`src/rtl/dma_eng_pkg.sv`:
```
package dma_eng_pkg;
  typedef struct packed {
    logic autoinit;
    logic dec;
  } chan_mode_t;
endpackage

```
`src/rtl/dma_addr_ctr.sv`:
```
module dma_addr_ctr #(
  parameter int AW = 16
) (
  input  logic          clk,
  input  logic          rst_n,
  input  logic          reload,
  input  logic [AW-1:0] reload_val,
  input  logic          adv,
  input  logic          dec,
  output logic [AW-1:0] cur
);
  logic [AW-1:0] cur_d;
  logic          cur_en;

  // The address wraps at AW bits; nothing propagates upward into the page.
  always_comb begin
    cur_en = reload | adv;
    cur_d  = cur;
    if (reload)   cur_d = reload_val;
    else if (adv) cur_d = dec ? cur - 1'b1 : cur + 1'b1;
  end

  always_ff @(posedge clk or negedge rst_n) begin
    if (!rst_n)      cur <= '0;
    else if (cur_en) cur <= cur_d;
  end
endmodule

```
`src/rtl/dma_count_ctr.sv`:
```
module dma_count_ctr #(
  parameter int CW = 16
) (
  input  logic          clk,
  input  logic          rst_n,
  input  logic          reload,
  input  logic [CW-1:0] reload_val,
  input  logic          dec_en,
  output logic [CW-1:0] cur,
  output logic          at_zero
);
  logic [CW-1:0] cur_d;
  logic          cur_en;

  always_comb begin
    cur_en = reload | dec_en;
    cur_d  = cur;
    if (reload)      cur_d = reload_val;
    else if (dec_en) cur_d = cur - 1'b1;
  end

  assign at_zero = (cur == '0);

  always_ff @(posedge clk or negedge rst_n) begin
    if (!rst_n)      cur <= '0;
    else if (cur_en) cur <= cur_d;
  end
endmodule

```
`src/rtl/dma_addr_map.sv`:
```
module dma_addr_map #(
  parameter int AW        = 16,
  parameter int PW        = 8,
  parameter bit WORD_CHAN = 1'b0,
  localparam int BUS_W    = AW + PW
) (
  input  logic [PW-1:0]    page,
  input  logic [AW-1:0]    cur_addr,
  output logic [BUS_W-1:0] bus_addr
);
  generate
    if (WORD_CHAN) begin : g_word
      // Word units: the address shifts up one bit, and the lowest page bit
      // overlaps it and is dropped.
      assign bus_addr = {page[PW-1:1], cur_addr, page[0] & 1'b0};
    end else begin : g_byte
      assign bus_addr = {page, cur_addr};
    end
  endgenerate
endmodule

```
`src/rtl/dma_chan_engine.sv`:
```
module dma_chan_engine
  import dma_eng_pkg::*;
#(
  parameter int AW        = 16,
  parameter int CW        = 16,
  parameter int PW        = 8,
  parameter bit WORD_CHAN = 1'b0,
  localparam int BUS_W    = AW + PW
) (
  input  logic             clk,
  input  logic             rst_n,
  input  logic             load,
  input  logic [AW-1:0]    base_addr_in,
  input  logic [CW-1:0]    base_cnt_in,
  input  logic [PW-1:0]    page_in,
  input  logic             mode_autoinit,
  input  logic             mode_dec,
  input  logic             step,
  output logic [BUS_W-1:0] bus_addr,
  output logic             tc,
  output logic [CW-1:0]    cur_count
);
  chan_mode_t    mode_q;
  logic [AW-1:0] base_addr_q;
  logic [CW-1:0] base_cnt_q;
  logic [PW-1:0] page_q;
  logic          armed_q, armed_d;
  logic          tc_q, tc_d;
  logic [AW-1:0] cur_addr;
  logic          cnt_zero;

  logic          step_ok, last_step, auto_reload;
  logic          addr_reload, cnt_reload, addr_adv, cnt_dec;
  logic [AW-1:0] addr_rl_val;
  logic [CW-1:0] cnt_rl_val;

  always_comb begin
    step_ok     = step & armed_q & ~load;
    last_step   = step_ok & cnt_zero;
    auto_reload = last_step & mode_q.autoinit;
    addr_reload = load | auto_reload;
    cnt_reload  = load | auto_reload;
    addr_adv    = step_ok & ~auto_reload;
    cnt_dec     = step_ok & ~auto_reload;
    addr_rl_val = load ? base_addr_in : base_addr_q;
    cnt_rl_val  = load ? base_cnt_in  : base_cnt_q;
    tc_d        = last_step;
    armed_d     = armed_q;
    if (load)                                armed_d = 1'b1;
    else if (last_step && !mode_q.autoinit)  armed_d = 1'b0;
  end

  always_ff @(posedge clk or negedge rst_n) begin
    if (!rst_n) begin
      base_addr_q <= '0;
      base_cnt_q  <= '0;
      page_q      <= '0;
      mode_q      <= '0;
    end else if (load) begin
      base_addr_q <= base_addr_in;
      base_cnt_q  <= base_cnt_in;
      page_q      <= page_in;
      mode_q      <= '{autoinit: mode_autoinit, dec: mode_dec};
    end
  end

  always_ff @(posedge clk or negedge rst_n) begin
    if (!rst_n) begin
      armed_q <= 1'b0;
      tc_q    <= 1'b0;
    end else begin
      armed_q <= armed_d;
      tc_q    <= tc_d;
    end
  end

  dma_addr_ctr #(.AW(AW)) u_addr (
    .clk(clk), .rst_n(rst_n), .reload(addr_reload), .reload_val(addr_rl_val),
    .adv(addr_adv), .dec(mode_q.dec), .cur(cur_addr)
  );

  dma_count_ctr #(.CW(CW)) u_cnt (
    .clk(clk), .rst_n(rst_n), .reload(cnt_reload), .reload_val(cnt_rl_val),
    .dec_en(cnt_dec), .cur(cur_count), .at_zero(cnt_zero)
  );

  dma_addr_map #(.AW(AW), .PW(PW), .WORD_CHAN(WORD_CHAN)) u_map (
    .page(page_q), .cur_addr(cur_addr), .bus_addr(bus_addr)
  );

  assign tc = tc_q;
endmodule

```
`config.mk`:
```
export PLATFORM = sky130hd
export DESIGN_NAME = dma_chan_engine
export DESIGN_NICKNAME = d
export VERILOG_FILES = /design/src/rtl/dma_eng_pkg.sv /design/src/rtl/dma_addr_ctr.sv /design/src/rtl/dma_count_ctr.sv /design/src/rtl/dma_addr_map.sv /design/src/rtl/dma_chan_engine.sv
export SDC_FILE = /design/constraint.sdc
export NUM_CORES = 1
export LEC_CHECK = 0
export BUFFER_PORTS_ARGS = -buffer_cell sky130_fd_sc_hd__buf_2
export CAP_MARGIN = 20
export CELL_PAD_IN_SITES_DETAIL_PLACEMENT = 0
export CELL_PAD_IN_SITES_GLOBAL_PLACEMENT = 2
export CORE_MARGIN = 2
export CORE_UTILIZATION = 37
export CTS_CLUSTER_DIAMETER = 200
export CTS_CLUSTER_SIZE = 24
export DETAILED_ROUTE_END_ITERATION = 6
export PLACE_DENSITY_LB_ADDON = 0.1
export SLEW_MARGIN = 10
export SYNTH_ARGS = -nofsm -noshare
export SYNTH_HDL_FRONTEND = slang
export SYNTH_SLANG_ARGS = --single-unit
```
`constraint.sdc`:
```
create_clock -name clk -period 6.8 [get_ports clk]
set_input_delay 0.34 -clock clk [delete_from_list [all_inputs] [get_ports clk]]
set_output_delay 0.34 -clock clk [all_outputs]
set_load 0.005 [all_outputs]
```
Yosys cells after proc, flatten, opt, wreduce, memory -nomap -nowiden
Index checks and enable logic that the tools add are counted.
W data, S select, Z words.
- bits of input ports: 46
- bits in read-only memories: 0
- bits in latches: 0
- memories kept: 0
- flip-flop bits (word level): 76
- word-level logic and storage cells: 36
- RAM bits: 0
- output and inout bits: 41
- bitwise operators: 9
- magnitude comparators: 0
- muxes and demuxes: 9
- add/subtract/negate cells: 3
- reduce and logical (&&, ||, !) cells: 6
- equality and inequality tests: 0
- multipliers: 0
- shift-type cells: 0
- div/mod/pow operators: 0
- operators by type and width (cell ; count):
    $mux W16 ; 7
    $sub A16 B1 Y16 const B ; 2
    $add A16 B1 Y16 const B ; 1
    $logic_not A16 Y1 ; 1
    $and A1 B1 Y1 ; 5
    $reduce_bool A2 Y1 ; 2
    $mux W1 ; 2
    $not A1 Y1 ; 2
    $or A1 B1 Y1 ; 2
    $reduce_and A2 Y1 ; 1
    $logic_and A1 B1 Y1 ; 1
    $logic_not A1 Y1 ; 1

Logic depth before layout (Yosys ltp)
Gate-level depths: netlist (run 1).
- depth in word-level cells: 8
- mapped depth: 9
- gate-level depth less buffers: 8

Hierarchy
From an unflattened synthesis (run 1), not the netlist that was laid out.
- cells, all modules: 404
- area, all modules: 4544.4 um^2
- modules (own cells, without submodules) (module ; cells an instance ; instances ; area an instance (um^2)):
    dma_chan_engine ; 97 ; 1 ; 1835.5
    dma_addr_ctr ; 171 ; 1 ; 1502.7
    dma_count_ctr ; 112 ; 1 ; 1026.0
    dma_addr_map ; 24 ; 1 ; 180.2

Worst setup path after synthesis (run 1)
No wires, ideal clock.
- path kind: register -> register
- start point: register mode_q[0] (netlist name)
- end point: register u_addr.cur[13]
- slack: 4551 ps
- path buffers: 1
- stages on the path, launching flop included: 9
- setup time: 134 ps
- data arrival time: 2115 ps
- cells stage by stage: dfrtp_1 ha_1 clkbuf_2 a21oi_1 o21ai_0 a2111o_1 a31oi_1 xor2_1 o21ai_0
- longest elaborated chain between the ends: 3
- RTL lines (item ; line ; RTL):
    from (decl) ; dma_chan_engine.sv:23 ; chan_mode_t mode_q;
    from (signal assigned) ; dma_chan_engine.sv:63 ; mode_q <= '{autoinit: mode_autoinit, dec: mode_dec};
    $mux W16 (2 in series) ; dma_addr_ctr.sv:20 ; else if (adv) cur_d = dec ? cur - 1'b1 : cur + 1'b1;
    $mux W16 ; dma_addr_ctr.sv:19 ; if (reload) cur_d = reload_val;
    to (signal assigned) ; dma_addr_ctr.sv:25 ; else if (cur_en) cur <= cur_d;
    to (decl) ; dma_addr_ctr.sv:10 ; output logic [AW-1:0] cur
Every way passes these cells. The select of a mux whose other input is x is not followed.
A chain may end at the register's enable or synchronous reset.

Worst setup path after layout (run 1)
- start point: register mode_q[0] (netlist name)
- end point: register u_addr.cur[15]
Same word-level chain as after synthesis.

==> results of run 1 <==
## synth_stat cells, drive strengths merged, types with 2 or more instances
cell type  instances
nor3              12
inv                5
a32oi              2
or2                2
a221o              8
xnor2              7
a31oi              2
nand2             32
nor3b              2
clkbuf             3
dfrtp             76
nand2b             2
nand3             13
o211ai             2
o311ai             3
xor2               9
ha                16
o31a               2
a21o               8
mux2              43
nand4              2
or3                2
a21oi             21
nor2              17
a22oi             11
buf               11
o31ai              2
o21ai             23
a211oi             3
## power by group through the flow
stage                     logic, W  registers [W]  clock network, W
final                     0.000406       0.000566          0.000365
after floorplan           0.000279       0.000569                 0
after detailed placement  0.000405       0.000577                 0
after global routing      0.000458       0.000576          0.000397
after global placement    0.000404       0.000576                 0
after CTS                 0.000408       0.000568          0.000377
## per-layer routing
metal,track usage,wire [µm],share of wire,vias to the layer above
met5,0,0,0,-
met4,0.0900,193,0.020,0
met3,0.0286,377,0.040,15
met2,0.266,4380,0.46,68
met1,0.237,4560,0.48,1495
li1,-,-,-,1497
## through the flow
stage	setup slack, ps	area (µm²)	hold WS [ps]	instances	utilization
2_1_floorplan	4550	3940	44.4	354	-
3_3_place_gp	3890	4500	480	565	0.435
3_5_place_dp	3870	4510	485	566	0.437
4_1_cts	4140	4710	172	582	0.456
5_1_grt	3900	4740	198	583	0.459
6_report	4200	4740	134	583	0.459
## layout make-up
class / count / area [µm²] / area share
multi-input combinational: 259 / 1950 / 0.411
sequential: 76 / 1900 / 0.401
timing repair buffer: 91 / 494 / 0.104
tap: 136 / 170 / 0.0359
clock buffer: 13 / 159 / 0.0335
clock inverter: 3 / 45.0 / 0.00951
inverter: 5 / 18.8 / 0.00396
## worst paths after layout
check / end / slack [ps] / cells past startpoint
min in group clk: mode_q[1] / 210 / 2
worst max-delay path: u_addr.cur[15] / 4200 / 7
max in group asynchronous: u_addr.cur[15] / 6060 / 1
worst max register to register: u_addr.cur[15] / 4200 / 7
worst min-delay path: page_q[7] / 130 / 1
worst min register to register: base_addr_q[8] / 500 / 1
## kinds of logic (layout without fill, tap and decap cells)
kind of cell,count (synthesis),after routing,synth area share
simple gates,88,88,0.114
buf+inv,19,112,0.0235
mux,43,43,0.123
compound gates,95,95,0.166
fa+ha+maj,17,17,0.0558
flops,76,76,0.482
xor+xnor,16,16,0.0355
## registers in the layout, summed over array words and instances, names as in the netlist
name         count
armed_q          1
base_addr_q     16
base_cnt_q      16
mode_q           2
page_q           8
tc               1
u_addr.cur      16
u_cnt.cur       16
## cell usage in the layout, fill, tap and decap left out, types with 2 or more instances in the layout
cell type	count
a31oi_1	2
nand4_1	2
nor3_1	9
xor2_1	9
a211oi_1	3
a21oi_1	21
buf_4	4
mux2_2	43
a221o_1	8
a21o_1	8
clkbuf_8	11
xnor2_1	7
o21ai_0	18
nand2b_1	2
or2_2	2
o21ai_1	5
nand3_1	12
dfrtp_1	76
nor2_1	16
clkinvlp_4	2
ha_1	16
o211ai_1	2
buf_2	85
a22oi_1	11
o31a_1	2
a32oi_1	2
clkbuf_1	2
o311ai_0	3
inv_1	5
nor3_2	3
nand2_1	32
==> flow_metrics.py, run 1 <==
metrics = {
    "clocking": {
        "ctsRootBufferMaster": "clkbuf_8",
        "tritoncts_num_sinks": 76,
        "h-tree-depth": 3,
        "cts_made_buffers": 9,
        "clockBufferDepth": 2,
        "postCtsSetupBuffers": 0,
        "cts_hold_buf": 0,
        "cts_tree": "done",
        "path_clk_slew_ps": 80,
        "cts_resized": 0,
        "clk_latency_ps": 360,
    },
    "setup_path": {
        "start_kind": "flop",
        "slowest_delay_ps": 780,
        "critPathLaunch": "mode_q[0]",
        "crit_required_ps": 7080,
        "crit_top_cell": "o21ai_0",
        "critPathKind": "reg -> reg",
        "cp-end-kind": "flop",
        "r2r-start": "mode_q[0]",
        "cp_max_fo": 17,
        "slowest_stage": "dfrtp_1",
        "cp_num_buf_inv": 0,
        "worst_ep_arrival_time_ps": 2880,
        "path_delay_family": "compound AO/OA/AOI/OAI gates",
        "worstPathCellList": "ha_1 > a21oi_1 > o21ai_0 > a2111oi_0 > o21ai_0 > xnor2_1 > o21ai_0",
    },
    "grt": {
        "grt_pass1_vias": 3034,
        "grt_usage": 0.174,
        "grt_overflow": 0,
        "antenna_found_initial": 0,
        "grt_max_degree": 77,
        "grt_pass1_wl_mm": 15.5,
    },
    "synthesis": {
        "synth_edf_count": 0,
        "synth_top_area_cell": "dfrtp_1",
        "syn-instance-count": 354,
        "ys_dominant_reg_cell": "dfrtp_1",
        "ys_ff_latch": 76,
        "yosysWarnings": 0,
        "synth_nets": 417,
        "synthArstFlopShare": 1.00,
        "synth_seq_area_share": 0.482,
        "syn_avg_cell_area_um2": 11.1,
        "synth.top_cells.by_area": "dfrtp_1, mux2_2, ha_1",
        "syn_area_mm2": 0.00394,
        "synth.distinct_cells": 53,
        "synth_top_area_frac": 0.482,
    },
    "power_and_ir_drop": {
        "power_density_mw_per_mm2": 282,
        "total_leakage_power_nw": 2.15,
        "switching_share": 0.331,
        "vdd_drop_max_v": 0.0000997,
        "switchingPower_w": 0.000443,
        "pwr-share-seq": 0.423,
        "clkPwrFrac": 0.273,
        "p_comb_frac": 0.304,
        "power.total_w": 0.00134,
        "internal_power_w": 0.000894,
    },
    "place": {
        "gp_congestion": 0.805,
        "io_buffers": 86,
        "dp_hpwl_mm": 6.55,
    },
    "sta": {
        "worst_slew_pin_slew_ps": 955,
        "timing_hold_violations_final": 0,
        "fin_crit_ps": 2600,
        "slew_viol_final": 0,
        "tns_ps": 0,
        "max_freq_mhz": 385,
        "clock_skew_ps": 10.2,
        "final-setup-viol-count": 0,
        "slew_headroom": 0.363,
        "period_share": 0.382,
        "rsz0062_at_grt": "false",
    },
    "detailed_routing": {
        "via_per_inst": 5.27,
        "drtIter0Drc": 100,
        "drc": 0,
        "vias": 3075,
        "antenna_left": 0,
        "dr.pass1.iters": 4,
        "drt_wl_total_mm": 9.51,
        "post_drt_wl_per_cell_um": 16.3,
    },
    "final_layout": {
        "nets": 505,
        "areaGrowthSynthToFinish_pct": 20.1,
        "diodes": 0,
        "num-fill-cells": 996,
        "final_layout_size_suffix_gt1_frac": 0.358,
    },
    "die": {
        "die_h_um": 107,
        "core_area_mm2": 0.0103,
        "fp.dieW_um": 107,
        "rows": 37,
        "initial_core_util": 0.382,
        "die-area_mm2": 0.0115,
        "ios": 87,
    },
    "outcome": {
        "status": "finished, final reports clean",
    },
    "worst_hold_path": {
        "hp-class": "in -> async",
    },
    "run": {
        "maxCapViolations": 0,
    },
}
Power figures use the tool's default switching activity.
==> inputs of run 2 (changes only) <==
--- a/config.mk
+++ b/config.mk
@@ -10,7 +10,7 @@
 export CELL_PAD_IN_SITES_DETAIL_PLACEMENT = 0
 export CELL_PAD_IN_SITES_GLOBAL_PLACEMENT = 2
 export CORE_MARGIN = 2
-export CORE_UTILIZATION = 37
+export CORE_UTILIZATION = 31
 export CTS_CLUSTER_DIAMETER = 200
 export CTS_CLUSTER_SIZE = 24
 export DETAILED_ROUTE_END_ITERATION = 6
==> constraint.sdc (replaced) <==
create_clock -name clk -period 2.3 [get_ports clk]
set_input_delay 0.115 -clock clk [delete_from_list [all_inputs] [get_ports clk]]
set_output_delay 0.115 -clock clk [all_outputs]
set_load 0.005 [all_outputs]
==> flow_metrics.py, run 2 (same netlist as run 1, synthesis figures left out) <==
metrics = {
    "sta": {
        "final-setup-viol-count": 0,
        "clock_skew_ps": 6.55,
        "fin_crit_ps": 2180,
        "holdWs_ps": 5.57,
        "setup_slack_ps": 118,
        "period_share": 0.949,
        "timing_hold_violations_final": 0,
        "tns_ps": 0,
        "slew_viol_final": 0,
        "rsz0062_at_grt": "true",
        "worst_slew_pin_slew_ps": 609,
        "slew_headroom": 0.594,
        "max_freq_mhz": 458,
    },
    "setup_path": {
        "start_kind": "flop",
        "slowest_delay_ps": 480,
        "cp-end-kind": "flop",
        "critPathKind": "reg -> reg",
        "worst_ep_arrival_time_ps": 2400,
        "ff2ff_setup_slack_ps": 120,
        "worstPathCellList": "ha_1 > a21oi_1 > nand2_1 > a2111o_1 > a31oi_1 > xor2_1 > o21ai_0",
        "crit_required_ps": 2520,
        "reg2regPathDepth": 7,
        "cp_max_fo": 8,
        "slowest_stage": "dfrtp_2",
    },
    "power_and_ir_drop": {
        "vdd_drop_max_v": 0.000322,
        "total_leakage_power_nw": 2.36,
        "power_density_mw_per_mm2": 872,
        "power.total_w": 0.00453,
    },
    "clocking": {
        "tritoncts_num_sinks": 76,
        "postCtsSetupBuffers": 0,
        "clk_latency_ps": 340,
        "cts_tree": "done",
        "clockBufferDepth": 2,
        "path_clk_slew_ps": 60,
        "ctsRootBufferMaster": "clkbuf_16",
        "cts_made_buffers": 9,
        "h-tree-depth": 3,
    },
    "detailed_routing": {
        "dr.pass1.iters": 4,
        "post_drt_wl_per_cell_um": 15.8,
        "vias": 3183,
        "via_per_inst": 4.88,
        "drt_wl_total_mm": 10.3,
        "drc": 0,
        "antenna_left": 0,
        "drtIter0Drc": 120,
    },
    "die": {
        "die-area_mm2": 0.0136,
        "die_h_um": 117,
        "ios": 87,
        "core_area_mm2": 0.0125,
        "initial_core_util": 0.315,
        "fp.dieW_um": 117,
        "rows": 41,
    },
    "final_layout": {
        "final_layout_size_suffix_gt1_frac": 0.402,
        "final_common_cell": "buf_2",
        "nets": 539,
        "areaGrowthSynthToFinish_pct": 31.7,
        "diodes": 0,
        "layout_common_cells": "buf_2, dfrtp_1, mux2_2, nand2_1, buf_4",
    },
    "grt": {
        "antenna_found_initial": 0,
        "grt_max_degree": 44,
        "grt_pass1_vias": 3067,
        "grt_usage": 0.159,
        "grt_overflow": 0,
        "grt_pass1_wl_mm": 16.4,
    },
    "run": {
        "maxCapViolations": 0,
    },
    "worst_hold_path": {
        "hp-class": "in -> reg",
        "whs_path_depth": 2,
    },
    "place": {
        "place_ws_ps": 30.5,
        "io_buffers": 86,
        "dp_hpwl_mm": 7.47,
        "gp_congestion": 0.856,
    },
    "outcome": {
        "status": "finished, final reports clean",
    },
}
==> run 2: changes by cell type in the layout (fill, tap and decap cells not counted), moves of 2 or more <==
cell and change:
buf_12 +2, a21oi_1 -2, clkbuf_16 +9, buf_4 +27, a21oi_2 +2, clkbuf_8 -8, dlygate4sd3_1 +7, clkinvlp_4 -2
==> run 2: path summary, 6_finish.rpt <==
kind,start,end
max reg2reg,mode_q[0],u_addr.cur[13]
max,mode_q[0],u_addr.cur[13]
max in group asynchronous,rst_n,u_addr.cur[7]
min,page_in[7],page_q[7]
min reg2reg,base_cnt_q[3],base_cnt_q[3]
min in group asynchronous,rst_n,page_q[2]
==> run 2: final cells by class <==
cell class	count	area, µm²
Clock inverter	1	30.0
Fill cell	1287	7320
Sequential cell	76	1900
Tap cell	172	215
Clock buffer	14	274
Timing Repair Buffer	125	768
Inverter	5	18.8
Multi-Input combinational cell	259	1990
==> run 2: per-stage QoR <==
stage	cell area, µm²	util	cells
finish	5190	0.415	652
global route	5190	0.415	652
CTS	5140	0.411	650
detailed placement	4780	0.382	630
global placement	4780	0.382	630
floorplan	3940	-	354
==> run 2: power breakdown <==
| group | total [W] | internal [W] | leakage, nW | switching (W) |
|---|---|---|---|---|
| combinational | 0.00140 | 0.000700 | 1.31 | 0.000696 |
| sequential | 0.00167 | 0.00152 | 0.901 | 0.000153 |
| clock | 0.00146 | 0.000924 | 0.149 | 0.000539 |
==> run 2: worst max-delay path: cells and delay by family (launching register included) <==
family | cells | cell delay, ps
AND/OR/NAND/NOR | 1 | 170
XOR/XNOR | 1 | 150
flip-flops | 1 | 480
adder cells (fa/ha/maj) | 1 | 350
AO/OA/AOI/OAI | 4 | 910
==> run 2: what timing repair did <==
action / 4_1_cts / 5_1_grt
gates resized for setup: 1 / 8
pin swaps: 0 / 3
endpoints found under the setup margin: 1 / 6
hold buffers: 5 / 2
endpoints found under the hold margin: 45 / 2
==> run 2: metal layers <==
layer	vias to the layer above	GRT usage	part of all wire
li1	1569	-	-
met1	1536	0.212	0.46
met2	61	0.250	0.48
met3	17	0.0386	0.037
met4	0	0.0604	0.017
met5	-	0	0
==> inputs of run 3 (changes only) <==
--- a/config.mk
+++ b/config.mk
@@ -10,7 +10,7 @@
 export CELL_PAD_IN_SITES_DETAIL_PLACEMENT = 0
 export CELL_PAD_IN_SITES_GLOBAL_PLACEMENT = 2
 export CORE_MARGIN = 2
-export CORE_UTILIZATION = 31
+export CORE_UTILIZATION = 37
 export CTS_CLUSTER_DIAMETER = 200
 export CTS_CLUSTER_SIZE = 24
 export DETAILED_ROUTE_END_ITERATION = 6
==> constraint.sdc (replaced) <==
create_clock -name clk -period 2.6 [get_ports clk]
set_input_delay 0.13 -clock clk [delete_from_list [all_inputs] [get_ports clk]]
set_output_delay 0.13 -clock clk [all_outputs]
set_load 0.005 [all_outputs]
==> flow_metrics.py, run 3 (same netlist as run 1, synthesis figures left out) <==
metrics = {
    "sta": {
        "slew_headroom": 0.465,
        "holdWs_ps": 16.8,
        "slew_viol_final": 0,
        "period_share": 0.920,
        "tns_ps": 0,
        "clock_skew_ps": 13.2,
        "timing_hold_violations_final": 0,
        "fin_crit_ps": 2390,
        "rsz0062_at_grt": "false",
        "final-setup-viol-count": 0,
        "worst_slew_pin_slew_ps": 802,
        "max_freq_mhz": 418,
    },
    "setup_path": {
        "reg2regPathDepth": 7,
        "critPathKind": "reg -> reg",
        "r2r-end": "u_addr.cur[7]",
        "path_delay_family": "compound AO/OA/AOI/OAI gates",
        "ff2ff_setup_slack_ps": 210,
        "cp-end-kind": "flop",
        "cp_max_fo": 17,
        "r2r-start": "mode_q[0]",
        "start_kind": "flop",
        "slowest_delay_ps": 560,
        "worst_ep_arrival_time_ps": 2640,
        "slowest_stage": "dfrtp_2",
        "worstPathCellList": "ha_1 > inv_1 > a211oi_1 > a211o_1 > xnor2_1 > nor2_1 > a221o_1",
        "crit_required_ps": 2840,
        "cp_num_buf_inv": 1,
    },
    "die": {
        "initial_core_util": 0.382,
        "die-area_mm2": 0.0115,
        "core_area_mm2": 0.0103,
        "die_h_um": 107,
        "fp.dieW_um": 107,
        "ios": 87,
        "rows": 37,
    },
    "final_layout": {
        "areaGrowthSynthToFinish_pct": 23.8,
        "final_layout_size_suffix_gt1_frac": 0.363,
        "layout_common_cells": "buf_2, dfrtp_1, mux2_2, nand2_1, a21oi_1",
        "nets": 521,
        "num-fill-cells": 1022,
        "layout.cells.non_filler": 599,
        "diodes": 0,
        "final_common_cell": "buf_2",
    },
    "clocking": {
        "tritoncts_num_sinks": 76,
        "cts_made_buffers": 9,
        "h-tree-depth": 3,
        "ctsRootBufferMaster": "clkbuf_8",
        "path_clk_slew_ps": 90,
        "clk_latency_ps": 360,
        "cts_tree": "done",
        "clockBufferDepth": 2,
    },
    "power_and_ir_drop": {
        "total_leakage_power_nw": 2.22,
        "power_density_mw_per_mm2": 720,
        "vdd_drop_max_v": 0.000320,
    },
    "detailed_routing": {
        "post_drt_wl_per_cell_um": 16.0,
        "vias": 3136,
        "drtIter0Drc": 80,
        "dr.pass1.iters": 4,
        "drc": 0,
        "via_per_inst": 5.24,
        "drt_wl_total_mm": 9.56,
        "antenna_left": 0,
    },
    "worst_hold_path": {
        "hp-class": "in -> reg",
        "hold_end": "page_q[4]",
        "whs_path_depth": 2,
        "hold_start": "page_in[4]",
    },
    "grt": {
        "antenna_found_initial": 0,
        "grt_overflow": 0,
        "grt_usage": 0.177,
        "grt_max_degree": 77,
        "grt_pass1_vias": 3207,
        "grt_pass1_wl_mm": 15.9,
    },
    "run": {
        "maxCapViolations": 0,
    },
    "outcome": {
        "status": "finished, final reports clean",
    },
    "place": {
        "io_buffers": 86,
        "dp_hpwl_mm": 6.78,
        "dp.cells": 571,
        "gp_congestion": 0.840,
    },
}
[run 3: timing repair]
item | CTS | global route
hold buffers | 11 | 0
gates resized for setup | 0 | 1
buffers inserted | 0 | 0
hold endpoints to repair | 86 | 0
endpoints found under the setup margin | 0 | 8
[run 3: how the worst max path moves through the flow]
stage                     startpoint              to  slack, ps  depth (start not counted)
after detailed placement   mode_q[0]   u_addr.cur[7]         60                          7
final                      mode_q[0]   u_addr.cur[7]        210                          7
after global routing       mode_q[0]   u_addr.cur[7]         50                          7
after floorplan            mode_q[0]  u_addr.cur[13]        350                          8
after global placement     mode_q[0]   u_addr.cur[7]        110                          7
after CTS                  mode_q[0]   u_addr.cur[7]         50                          7
[run 3: power by group]
group / internal [W] / switching (W)
logic: 0.000523 / 0.000559
registers: 0.00134 / 0.000146
clock network: 0.000478 / 0.000469
total: 0.00234 / 0.00117
[run 3: layout make-up]
type                       instances  area (µm²)  share of cell area
timing repair buffer             107         631               0.129
multi-input combinational        259        1950               0.399
clock buffer                      10         138              0.0282
inverter                           5        18.8             0.00385
clock inverter                     6        71.3              0.0146
tap                              136         170              0.0349
sequential                        76        1900               0.390
[run 3: metal layers]
layer / up-vias / routed length [µm] / share of wire / GRT usage
met2: 64 / 4800 / 0.50 / 0.288
met3: 8 / 365 / 0.038 / 0.0413
met4: 0 / 95 / 0.0099 / 0.0631
li1: 1531 / - / - / -
met5: - / 0 / 0 / 0
met1: 1533 / 4300 / 0.45 / 0.229
[run 3: worst register-to-register path, delay by kind of cell, from the launching register on]
kind	cells	cell delay, ps
AOI/OAI and AO/OA	3	960
DFF	1	560
adders and majority gates	1	450
and+or+nand+nor	1	60
xor gates and xnor gates	1	140
buffers and inverters	1	130
[run 3: metrics by stage]
stage	total power, W	worst slack, ps	util	instance area [µm²]
after floorplan	0.00222	351	-	3940
after global placement	0.00258	106	0.440	4540
after detailed placement	0.00258	62.8	0.440	4540
after CTS	0.00356	45.4	0.471	4860
after global routing	0.00377	49.7	0.473	4880
final	0.00352	207	0.473	4880
